## src/rtl/dma_eng_pkg.sv

```systemverilog
package dma_eng_pkg;

  typedef enum logic [2:0] {
    ST_IDLE,
    ST_REQ,
    ST_ACK,
    ST_RD,
    ST_RWAIT,
    ST_WR,
    ST_REL
  } dmaState_t;

  // strobes from the controller to the datapath
  typedef struct packed {
    logic rdCycle;
    logic wrCycle;
    logic capture;
    logic advance;
    logic setIrq;
  } dmaStrobe_t;

  localparam logic [1:0] CFG_SRC = 2'd0;
  localparam logic [1:0] CFG_DST = 2'd1;
  localparam logic [1:0] CFG_CNT = 2'd2;
  localparam logic [1:0] CFG_CMD = 2'd3;

  localparam int CMD_START_BIT = 0;
  localparam int CMD_CLEAR_BIT = 1;

endpackage

```

## src/rtl/dma_eng_ctrl.sv

```systemverilog
module dma_eng_ctrl
  import dma_eng_pkg::*;
(
  input  logic       clk,
  input  logic       rstN,
  input  logic       startHit,
  input  logic       countZero,
  input  logic       lastWord,
  input  logic       busGrant,
  input  logic       busReleaseAck,
  output dmaStrobe_t strobe,
  output logic       ctrlIdle,
  output logic       busReq,
  output logic       busGrantAck,
  output logic       busRelease
);

  dmaState_t state, stateNext;

  always_ff @(posedge clk or negedge rstN) begin
    if (!rstN) state <= ST_IDLE;
    else       state <= stateNext;
  end

  always_comb begin
    stateNext = state;
    unique case (state)
      ST_IDLE:  if (startHit && !countZero) stateNext = ST_REQ;
      ST_REQ:   if (busGrant) stateNext = ST_ACK;
      ST_ACK:   stateNext = ST_RD;
      ST_RD:    stateNext = ST_RWAIT;
      ST_RWAIT: stateNext = ST_WR;
      ST_WR:    stateNext = lastWord ? ST_REL : ST_RD;
      ST_REL:   if (busReleaseAck) stateNext = ST_IDLE;
      default:  stateNext = ST_IDLE;
    endcase
  end

  always_comb begin
    strobe         = '0;
    strobe.rdCycle = (state == ST_RD);
    strobe.wrCycle = (state == ST_WR);
    strobe.capture = (state == ST_RWAIT);
    strobe.advance = (state == ST_WR);
    strobe.setIrq  = ((state == ST_IDLE) && startHit && countZero) ||
                     ((state == ST_REL) && busReleaseAck);
  end

  assign ctrlIdle    = (state == ST_IDLE);
  assign busReq      = (state == ST_REQ) || (state == ST_ACK) || (state == ST_RD) ||
                       (state == ST_RWAIT) || (state == ST_WR);
  assign busGrantAck = (state == ST_ACK) || (state == ST_RD) ||
                       (state == ST_RWAIT) || (state == ST_WR);
  assign busRelease  = (state == ST_REL);

endmodule

```

## src/rtl/dma_eng_datapath.sv

```systemverilog
module dma_eng_datapath
  import dma_eng_pkg::*;
#(
  parameter int AW    = 16,
  parameter int DW    = 16,
  parameter int CW    = 16,
  parameter int REG_W = 16
) (
  input  logic             clk,
  input  logic             rstN,
  input  logic             cfgWrEn,
  input  logic [1:0]       cfgAddr,
  input  logic [REG_W-1:0] cfgWrData,
  input  dmaStrobe_t       strobe,
  input  logic             ctrlIdle,
  input  logic [DW-1:0]    memRdData,
  output logic [AW-1:0]    memAddr,
  output logic [DW-1:0]    memWrData,
  output logic             memRd,
  output logic             memWr,
  output logic             irq,
  output logic             startHit,
  output logic             countZero,
  output logic             lastWord
);

  localparam logic [AW-1:0] ADDR_STEP = AW'(1);
  localparam logic [CW-1:0] CNT_STEP  = CW'(1);

  logic [AW-1:0] srcPtr, dstPtr;
  logic [CW-1:0] remain;
  logic [DW-1:0] holdWord;
  logic          irqFlag;
  logic          cfgOpen, cmdWrite, clearHit;

  assign cfgOpen  = cfgWrEn && ctrlIdle;
  assign cmdWrite = cfgWrEn && (cfgAddr == CFG_CMD);
  assign startHit = cmdWrite && ctrlIdle && cfgWrData[CMD_START_BIT];
  assign clearHit = cmdWrite && cfgWrData[CMD_CLEAR_BIT];

  always_ff @(posedge clk or negedge rstN) begin
    if (!rstN) begin
      srcPtr <= '0;
      dstPtr <= '0;
      remain <= '0;
    end else if (strobe.advance) begin
      srcPtr <= srcPtr + ADDR_STEP;
      dstPtr <= dstPtr + ADDR_STEP;
      remain <= remain - CNT_STEP;
    end else if (cfgOpen) begin
      if (cfgAddr == CFG_SRC) srcPtr <= AW'(cfgWrData);
      if (cfgAddr == CFG_DST) dstPtr <= AW'(cfgWrData);
      if (cfgAddr == CFG_CNT) remain <= CW'(cfgWrData);
    end
  end

  always_ff @(posedge clk or negedge rstN) begin
    if (!rstN)               holdWord <= '0;
    else if (strobe.capture) holdWord <= memRdData;
  end

  // set has priority over clear
  always_ff @(posedge clk or negedge rstN) begin
    if (!rstN)              irqFlag <= 1'b0;
    else if (strobe.setIrq) irqFlag <= 1'b1;
    else if (clearHit)      irqFlag <= 1'b0;
  end

  assign countZero = (remain == '0);
  assign lastWord  = (remain == CNT_STEP);

  always_comb begin
    memAddr = '0;
    if (strobe.wrCycle)      memAddr = dstPtr;
    else if (strobe.rdCycle) memAddr = srcPtr;
  end

  assign memWrData = strobe.wrCycle ? holdWord : '0;
  assign memRd     = strobe.rdCycle;
  assign memWr     = strobe.wrCycle;
  assign irq       = irqFlag;

endmodule

```

## src/rtl/dma_xfer_engine.sv

```systemverilog
module dma_xfer_engine
  import dma_eng_pkg::*;
#(
  parameter int AW    = 16,
  parameter int DW    = 16,
  parameter int CW    = 16,
  parameter int REG_W = 16
) (
  input  logic             clk,
  input  logic             rstN,
  input  logic             cfgWrEn,
  input  logic [1:0]       cfgAddr,
  input  logic [REG_W-1:0] cfgWrData,
  output logic             busReq,
  input  logic             busGrant,
  output logic             busGrantAck,
  output logic             busRelease,
  input  logic             busReleaseAck,
  output logic [AW-1:0]    memAddr,
  output logic [DW-1:0]    memWrData,
  input  logic [DW-1:0]    memRdData,
  output logic             memRd,
  output logic             memWr,
  output logic             irq
);

  dmaStrobe_t strobe;
  logic       ctrlIdle, startHit, countZero, lastWord;

  dma_eng_ctrl u_ctrl (
    .clk          (clk),
    .rstN         (rstN),
    .startHit     (startHit),
    .countZero    (countZero),
    .lastWord     (lastWord),
    .busGrant     (busGrant),
    .busReleaseAck(busReleaseAck),
    .strobe       (strobe),
    .ctrlIdle     (ctrlIdle),
    .busReq       (busReq),
    .busGrantAck  (busGrantAck),
    .busRelease   (busRelease)
  );

  dma_eng_datapath #(
    .AW(AW), .DW(DW), .CW(CW), .REG_W(REG_W)
  ) u_dp (
    .clk      (clk),
    .rstN     (rstN),
    .cfgWrEn  (cfgWrEn),
    .cfgAddr  (cfgAddr),
    .cfgWrData(cfgWrData),
    .strobe   (strobe),
    .ctrlIdle (ctrlIdle),
    .memRdData(memRdData),
    .memAddr  (memAddr),
    .memWrData(memWrData),
    .memRd    (memRd),
    .memWr    (memWr),
    .irq      (irq),
    .startHit (startHit),
    .countZero(countZero),
    .lastWord (lastWord)
  );

endmodule

```

## config.mk

```make
export PLATFORM = sky130hd
export DESIGN_NAME = dma_xfer_engine
export DESIGN_NICKNAME = d
export VERILOG_FILES = /design/src/rtl/dma_eng_pkg.sv /design/src/rtl/dma_eng_ctrl.sv /design/src/rtl/dma_eng_datapath.sv /design/src/rtl/dma_xfer_engine.sv
export SDC_FILE = /design/constraint.sdc
export NUM_CORES = 1
export LEC_CHECK = 0
export ABC_AREA = 1
export BUFFER_PORTS_ARGS = -buffer_cell sky130_fd_sc_hd__buf_4
export CAP_MARGIN = 20
export CORE_ASPECT_RATIO = 1.5
export CORE_MARGIN = 2
export CORE_UTILIZATION = 60
export DETAILED_ROUTE_END_ITERATION = 8
export PLACE_DENSITY = 0.8
export SLEW_MARGIN = 20
export SYNTH_ARGS = -nofsm -noshare
export SYNTH_HDL_FRONTEND = slang
export SYNTH_SLANG_ARGS = --single-unit
```

## constraint.sdc

```tcl
create_clock -name clk -period 2.6 [get_ports clk]
set_input_delay 0.39 -clock clk [delete_from_list [all_inputs] [get_ports clk]]
set_output_delay 0.39 -clock clk [all_outputs]
set_load 0.02 [all_outputs]
```

==> results of run 1 <==
==> critical path, stage by stage (launching register included) <==
cell     delay [ns]
dfrtp_1        0.55
nand3_4        0.26
inv_4          0.38
nand2_1        0.15
o21ai_0        0.13
buf_4          0.18
==> registers in the layout, indices dropped and copies added (netlist names) <==
register	cells
u_dp.dstPtr	16
u_dp.srcPtr	16
u_dp.irq	1
u_dp.remain	16
u_dp.holdWord	16
u_ctrl.state	3
==> power by group <==
part,switching [W],internal (W),leakage [nW],total [W]
registers,0.00000296,0.00107,0.777,0.00107
logic,0.0000683,0.0000610,1.73,0.000129
clock network,0.000425,0.000492,0.102,0.000918
total,0.000496,0.00162,2.61,0.00212
==> worst paths after layout <==
check	startpoint	end	slack, ns	cells after the start
max in group asynchronous	rstN	u_dp.srcPtr[8]$_DFFE_PN0P_	1.88	1
worst max-delay path	u_ctrl.state[2]$_DFFE_PN0P_	memAddr[11]	0.17	5
worst max register to register	u_ctrl.state[2]$_DFFE_PN0P_	u_dp.dstPtr[15]$_DFFE_PN0P_	0.66	8
worst min-delay path	rstN	u_ctrl.state[2]$_DFFE_PN0P_	0.14	1
min in group clk	busReleaseAck	u_dp.irq$_DFFE_PN0P_	0.26	3
worst min register to register	u_dp.dstPtr[14]$_DFFE_PN0P_	u_dp.dstPtr[14]$_DFFE_PN0P_	0.49	2
==> cells by family after synthesis <==
family,count (synthesis)
DFF,68
AOI/OAI and AO/OA,119
and+or+nand+nor,360
buffers and inverters,106
adders and majority gates,5
xor gates and xnor gates,4
==> metrics by stage <==
stage,power [W],util,instances,hold WS [ns]
2_1_floorplan,0.00113,-,662,0.0944
3_3_place_gp,0.00122,0.696,823,0.469
3_5_place_dp,0.00122,0.696,823,0.467
4_1_cts,0.00213,0.724,839,0.176
5_1_grt,0.00218,0.724,839,0.227
6_report,0.00212,0.724,839,0.137
==> layer usage <==
metal | GRT usage | vias up
met5 | 0 | -
li1 | - | 2270
met2 | 0.558 | 116
met4 | 0.128 | 0
met3 | 0.0264 | 16
met1 | 0.350 | 2080
==> cell usage after synthesis, drive strengths merged, types with 5 or more instances <==
cell | n | area share
nand2 | 186 | 0.16
nor2 | 119 | 0.11
inv | 86 | 0.073
dfrtp | 68 | 0.38
o21ai | 51 | 0.058
nand3 | 41 | 0.049
a21oi | 36 | 0.041
buf | 19 | 0.039
o211ai | 14 | 0.027
o22ai | 9 | 0.012
nand4 | 6 | 0.0083
ha | 5 | 0.014
nor3 | 5 | 0.0055
==> cell type report <==
cell class	count	area [um2]
Multi-Input combinational cell	488	2300
Fill cell	664	2010
Sequential cell	68	1700
Timing Repair Buffer	81	608
Inverter	86	330
Clock buffer	12	155
Tap cell	100	125
Clock inverter	4	47.5
==> layout by cell type (no fill, tap or decap), drive strengths merged <==
cell type and count:
a21boi 1, a21oi 36, a22oi 2, a31oi 2, buf 81, bufinv 1
clkbuf 12, clkinv 2, clkinvlp 1, dfrtp 68, ha 5, inv 86
nand2 186, nand3 41, nand4 6, nor2 119, nor3 5, nor3b 1
o211ai 14, o21ai 51, o221ai 3, o22ai 9, o31ai 1, or2 2
xnor2 1, xor2 3
==> results by group, run 1 <==
Outcome
  – Status: finished, final reports clean

Worst hold path
  – Min-Delay Path Class: primary input to async pin

Worst setup path
  – Critical Path End Type: output port
  – CP arrival: approximately 2 ns
  – Data required time of the worst path: between 2 and 2.5 ns
  – Critical setup path kind: register to output port
  – Crit path max fanout: 34
  – Crit start category: register

Drt
  – Routed via count: 4482
  – Post-route DRC: 0
  – DR pass1 iterations: 5
  – Via density: 5.34
  – Max layer used: met4
  – DRT iter0 DRCs: between 300 and 400
  – Final ANT Viol Nets: 0
  – WL met2: ~6.3 mm
  – Final wirelength: approximately 12 mm
  – Routed wl met3: about 470 um
  – M1 WL: roughly 4.9 mm
  – Average wire per standard cell: ~14 um

Yosys
  – Syn avg cell area: about 6.8 um2
  – Synth Instances: between 600 and 700
  – Synthesized Nets: between 700 and 800
  – Synth Area in Adders: 0.0139
  – Dominant synthesized flop cell: dfrtp_1
  – Synth Register Bits: slightly below 70
  – Sequential fraction of the synthesis area: 0.377
  – Synth Area in XOR/XNOR: 0.00777
  – Mapped Area: about 0.0045 mm2
  – Synth Area in Simple Gates: 0.334
  – Largest family of logic cells by synthesized area: simple AND/OR/NAND/NOR gates
  – Mux share of post-synthesis cell area: 0
  – Post-synth EDFFs: 0
  – Post-synth ARST share: 1.00
  – Yosys warning total: 0
  – Area fraction in compound gates after synthesis: 0.153
  – Synth cell types: 39

Pwr
  – Leakage: between 2 and 3 nW
  – Cell Pwr Density: between 400 and 500 mW/mm2
  – Peak supply drop: ~0.00038 V

Final layout
  – Number of antenna diodes: 0
  – Share of cells above drive strength 1: 0.168
  – P&R area growth vs syn: 16.8%
  – Final Net Count: a little under 800
  – Finished Cell Area: ~0.0053 mm2

Global route
  – Vias in the first global route: approximately 4200
  – Antenna violations before repair: 0
  – Largest net degree at the start of global routing: between 60 and 70
  – First-pass GRT wire length: ~19 mm
  – Total grt overflow: 0
  – GRT Resource Usage Total: 0.302

Die
  – Initial Util: 0.620
  – Core area: between 0.007 and 0.008 mm2
  – Site row count: 38
  – Num ports: 77
  – Die Y: around 110 um
  – Die Area: roughly 0.0082 mm2
  – Die Width: ~75 um

Clock network
  – CTS tree: yes
  – TritonCTS Buffers: 9
  – Clk pin slew, worst setup/hold paths: roughly 0.070 ns
  – Clk Tree Root Cell: clkbuf_8
  – Clock Path Buffers: 2
  – # resized after CTS: 0
  – Post-CTS Setup Bufs: 0
  – Hold_buf cts: 0
  – TritonCTS Sinks: 68
  – CTS H-tree depth: 3
  – Clock Latency Late Sink: between 0.3 and 0.4 ns

Timing
  – Layout Skew: around 0.005 ns
  – RSZ-0062 raised after global routing: false
  – Max-slew violations: 0
  – Relative max-transition margin: 0.408
  – F_max: roughly 0.41 GHz
  – Final setup margin: approximately 0.17 ns
  – Setup-failing EPs final: 0
  – Final Critical Period: 2.43 ns
  – Final period utilization: 0.934
  – Final setup TNS: 0 ns
  – Final hold violation count: 0
  – Slew @ Worst Pin: slightly below 0.9 ns

Placement
  – Dpl cell area: slightly above 0.005 mm2
  – RePlAce Congestion: a little under 0.9
  – Hpwl dp: ~8.7 mm
  – Placement Setup Slack: about 0.58 ns
  – Port Buffers: 76

Flow run
  – Max cap viols: 0
Note: power is estimated with default switching activity, not from simulation.
==> run 2, diff against run 1 <==
--- a/config.mk
+++ b/config.mk
@@ -16,4 +16,5 @@
 export SLEW_MARGIN = 20
 export SYNTH_ARGS = -nofsm -noshare
 export SYNTH_HDL_FRONTEND = slang
+export SYNTH_HIERARCHICAL = 1
 export SYNTH_SLANG_ARGS = --single-unit
==> results by group, run 2 <==
Final layout
  – Most frequent cells in the layout: nand2_1 (188), inv_1 (86), buf_4 (81)
  – Share of cells above drive strength 1: 0.210
  – Final Non-Filler Cells: between 800 and 900
  – Commonest non-fill, non-tap cell in the layout: nand2_1
  – Reg area: around 0.0017 mm2
  – P&R area growth vs syn: 17.5%
  – Utilization after layout: 0.730
  – Multi-input logic area: between 0.002 and 0.0025 mm2
  – Final Net Count: roughly 750
  – Fillcell total: roughly 630
  – Number of antenna diodes: 0

Yosys
  – Mapped Area: 0.00452 mm2
  – Post-synth ARST share: 1.00
  – Leading post-synthesis cells by cell area: dfrtp_1 (38%), nand2_1 (16%), inv_1 (7.1%), nand3_1 (5.0%), mux2_2 (4.0%)
  – Syn avg cell area: slightly above 7 um2
  – Synth Area in XOR/XNOR: 0.00581
  – Mux share of post-synthesis cell area: 0.0399
  – Area fraction in compound gates after synthesis: 0.132
  – Synth Register Bits: 68
  – Dominant synthesized flop cell: dfrtp_1
  – Sequential fraction of the synthesis area: 0.376
  – Synth area leader: dfrtp_1
  – Synthesized Nets: between 600 and 700
  – Synth Area in Adders: 0.0138
  – Largest family of logic cells by synthesized area: simple AND/OR/NAND/NOR gates
  – Most numerous cell in the Yosys netlist: nand2_1
  – Synth Area in Simple Gates: 0.321
  – Synth Instances: ~630
  – Post-synth EDFFs: 0
  – Yosys warning total: 6
  – Synth cell types: 43
  – Top post-synthesis cells by count: nand2_1 (189), inv_1 (86), dfrtp_1 (68)
  – Synth top area share: 0.376

Die
  – Core area: ~0.0073 mm2
  – Num ports: slightly below 80
  – Initial Util: 0.621
  – Die Y: ~110 um
  – Site row count: 38
  – Die Area: approximately 0.0083 mm2
  – Die Width: between 70 and 80 um

Timing
  – Setup-failing EPs final: 0
  – RSZ-0062 raised after global routing: false
  – Layout Skew: 0.0134 ns
  – Slew @ Worst Pin: 0.891 ns
  – Relative max-transition margin: 0.406
  – Final period utilization: 0.933
  – Max-slew violations: 0
  – Final hold violation count: 0
  – Final Critical Period: between 2 and 2.5 ns
  – Final setup TNS: 0 ns
  – F_max: around 0.41 GHz
  – Hold Slack: approximately 0.12 ns

Placement
  – RePlAce Congestion: 0.937
  – Placed cells: 793
  – Hpwl dp: 9.54 mm
  – Port Buffers: 76

Clock network
  – Clk Tree Root Cell: clkbuf_8
  – CTS H-tree depth: 3
  – CTS tree: yes
  – Clk pin slew, worst setup/hold paths: 0.07 ns
  – Clock Path Buffers: 2
  – Clock Latency Late Sink: around 0.36 ns
  – Hold_buf cts: 0
  – TritonCTS Buffers: 9
  – Post-CTS Setup Bufs: 0
  – # resized after CTS: 0
  – TritonCTS Sinks: 68

Worst setup path
  – Data required time of the worst path: around 2.2 ns
  – Crit path max fanout: 17
  – Crit start category: register
  – Critical Path End Type: output port
  – Critical setup path kind: register to output port
  – CP arrival: around 2.0 ns

Pwr
  – Power, Total: 0.00548 W
  – Clock power share: 0.136
  – Leakage: approximately 2.7 nW
  – Sequential power share: 0.385
  – Internal power component: between 0.002 and 0.003 W
  – Peak supply drop: approximately 0.00074 V
  – Combinational share of power: 0.478
  – Switching Fraction: 0.468
  – P_sw: approximately 0.0026 W
  – Cell Pwr Density: roughly 1000 mW/mm2

Drt
  – DR pass1 iterations: 6
  – DRT iter0 DRCs: approximately 550
  – Average wire per standard cell: about 16 um
  – Via density: ~5.7
  – Routed via count: around 4600
  – Post-route DRC: 0
  – Final wirelength: ~13 mm
  – Final ANT Viol Nets: 0

Flow run
  – Max cap viols: 0

Global route
  – Vias in the first global route: around 4200
  – GRT Resource Usage Total: 0.323
  – First-pass GRT wire length: ~20 mm
  – Antenna violations before repair: 0
  – Total grt overflow: 0
  – Largest net degree at the start of global routing: approximately 70

Outcome
  – Status: finished, final reports clean

Worst hold path
  – Min-Delay Path Class: primary input to async pin
## run 2: cell types whose count changed after synthesis, moves of 4 or more
cell / before / now
o21ai_1: 20 / 8
nor2_1: 110 / 47
a21oi_1: 35 / 13
nand3_1: 39 / 45
buf_4: 1 / 6
buf_6: 11 / 3
nand4_1: 6 / 16
nand2_1: 182 / 189
o22ai_1: 9 / 17
inv_2: 3 / 7
inv_1: 81 / 86
mux2_2: 0 / 16
## run 2: final timing paths
check,slack (ns),startpoint,endpoint,cells past startpoint
max,0.17,u_ctrl/state[0]$_DFFE_PN0P_,memWrData[11],7
min,0.12,rstN,u_dp/holdWord[6]$_DFFE_PN0P_,1
max reg2reg,0.52,u_ctrl/state[0]$_DFFE_PN0P_,u_dp/dstPtr[11]$_DFFE_PN0P_,8
min reg2reg,0.50,u_dp/irq$_DFFE_PN0P_,u_dp/irq$_DFFE_PN0P_,1
max in group asynchronous,1.85,rstN,u_dp/remain[13]$_DFFE_PN0P_,1
min in group clk,0.26,memRdData[10],u_dp/holdWord[10]$_DFFE_PN0P_,2
## run 2: critical path, cell delays in order, from the launching register on
cell and delay, ns:
dfrtp_1 0.53, nand2_1 0.15, nor2_4 0.22, buf_4 0.25, buf_4 0.24, nand2_1 0.08, inv_1 0.06, buf_4 0.13
## run 2: cells by family (layout without fill, tap and decap cells)
logic type                 Yosys count  count (layout)
AOI/OAI and AO/OA                   97              97
DFF                                 68              68
adders and majority gates            5               5
muxes                               16              16
and+or+nand+nor                    325             325
xor gates and xnor gates             3               3
buffers and inverters              118             195
## run 2: final cells by class
class,count,area share
clock inverters,5,0.00542
clock buffers,11,0.0247
multi-input cells,446,0.438
repair buffers,82,0.118
well taps,100,0.0236
flip-flops and latches,68,0.320
inverters,97,0.0697
## run 2: power by group through the flow
| stage | registers, W | logic, W | clock network, W |
|---|---|---|---|
| floorplan | 0.00197 | 0.00193 | 0 |
| global placement | 0.00207 | 0.00253 | 0 |
| detailed placement | 0.00211 | 0.00259 | 0 |
| CTS | 0.00209 | 0.00260 | 0.000769 |
| global route | 0.00217 | 0.00290 | 0.000810 |
| finish | 0.00211 | 0.00262 | 0.000747 |
## run 2: routing by layer
metal / part of all wire / GRT usage
met1: 0.38 / 0.399
met2: 0.51 / 0.546
met3: 0.077 / 0.0518
met4: 0.033 / 0.145
met5: 0 / 0
## run 2: metrics by stage
stage | setup slack, ns | cell area (um2)
5_1_grt | 0.0531 | 5310
6_report | 0.174 | 5310
2_1_floorplan | 0.532 | 4520
3_3_place_gp | 0.626 | 5150
3_5_place_dp | 0.538 | 5150
4_1_cts | 0.133 | 5310
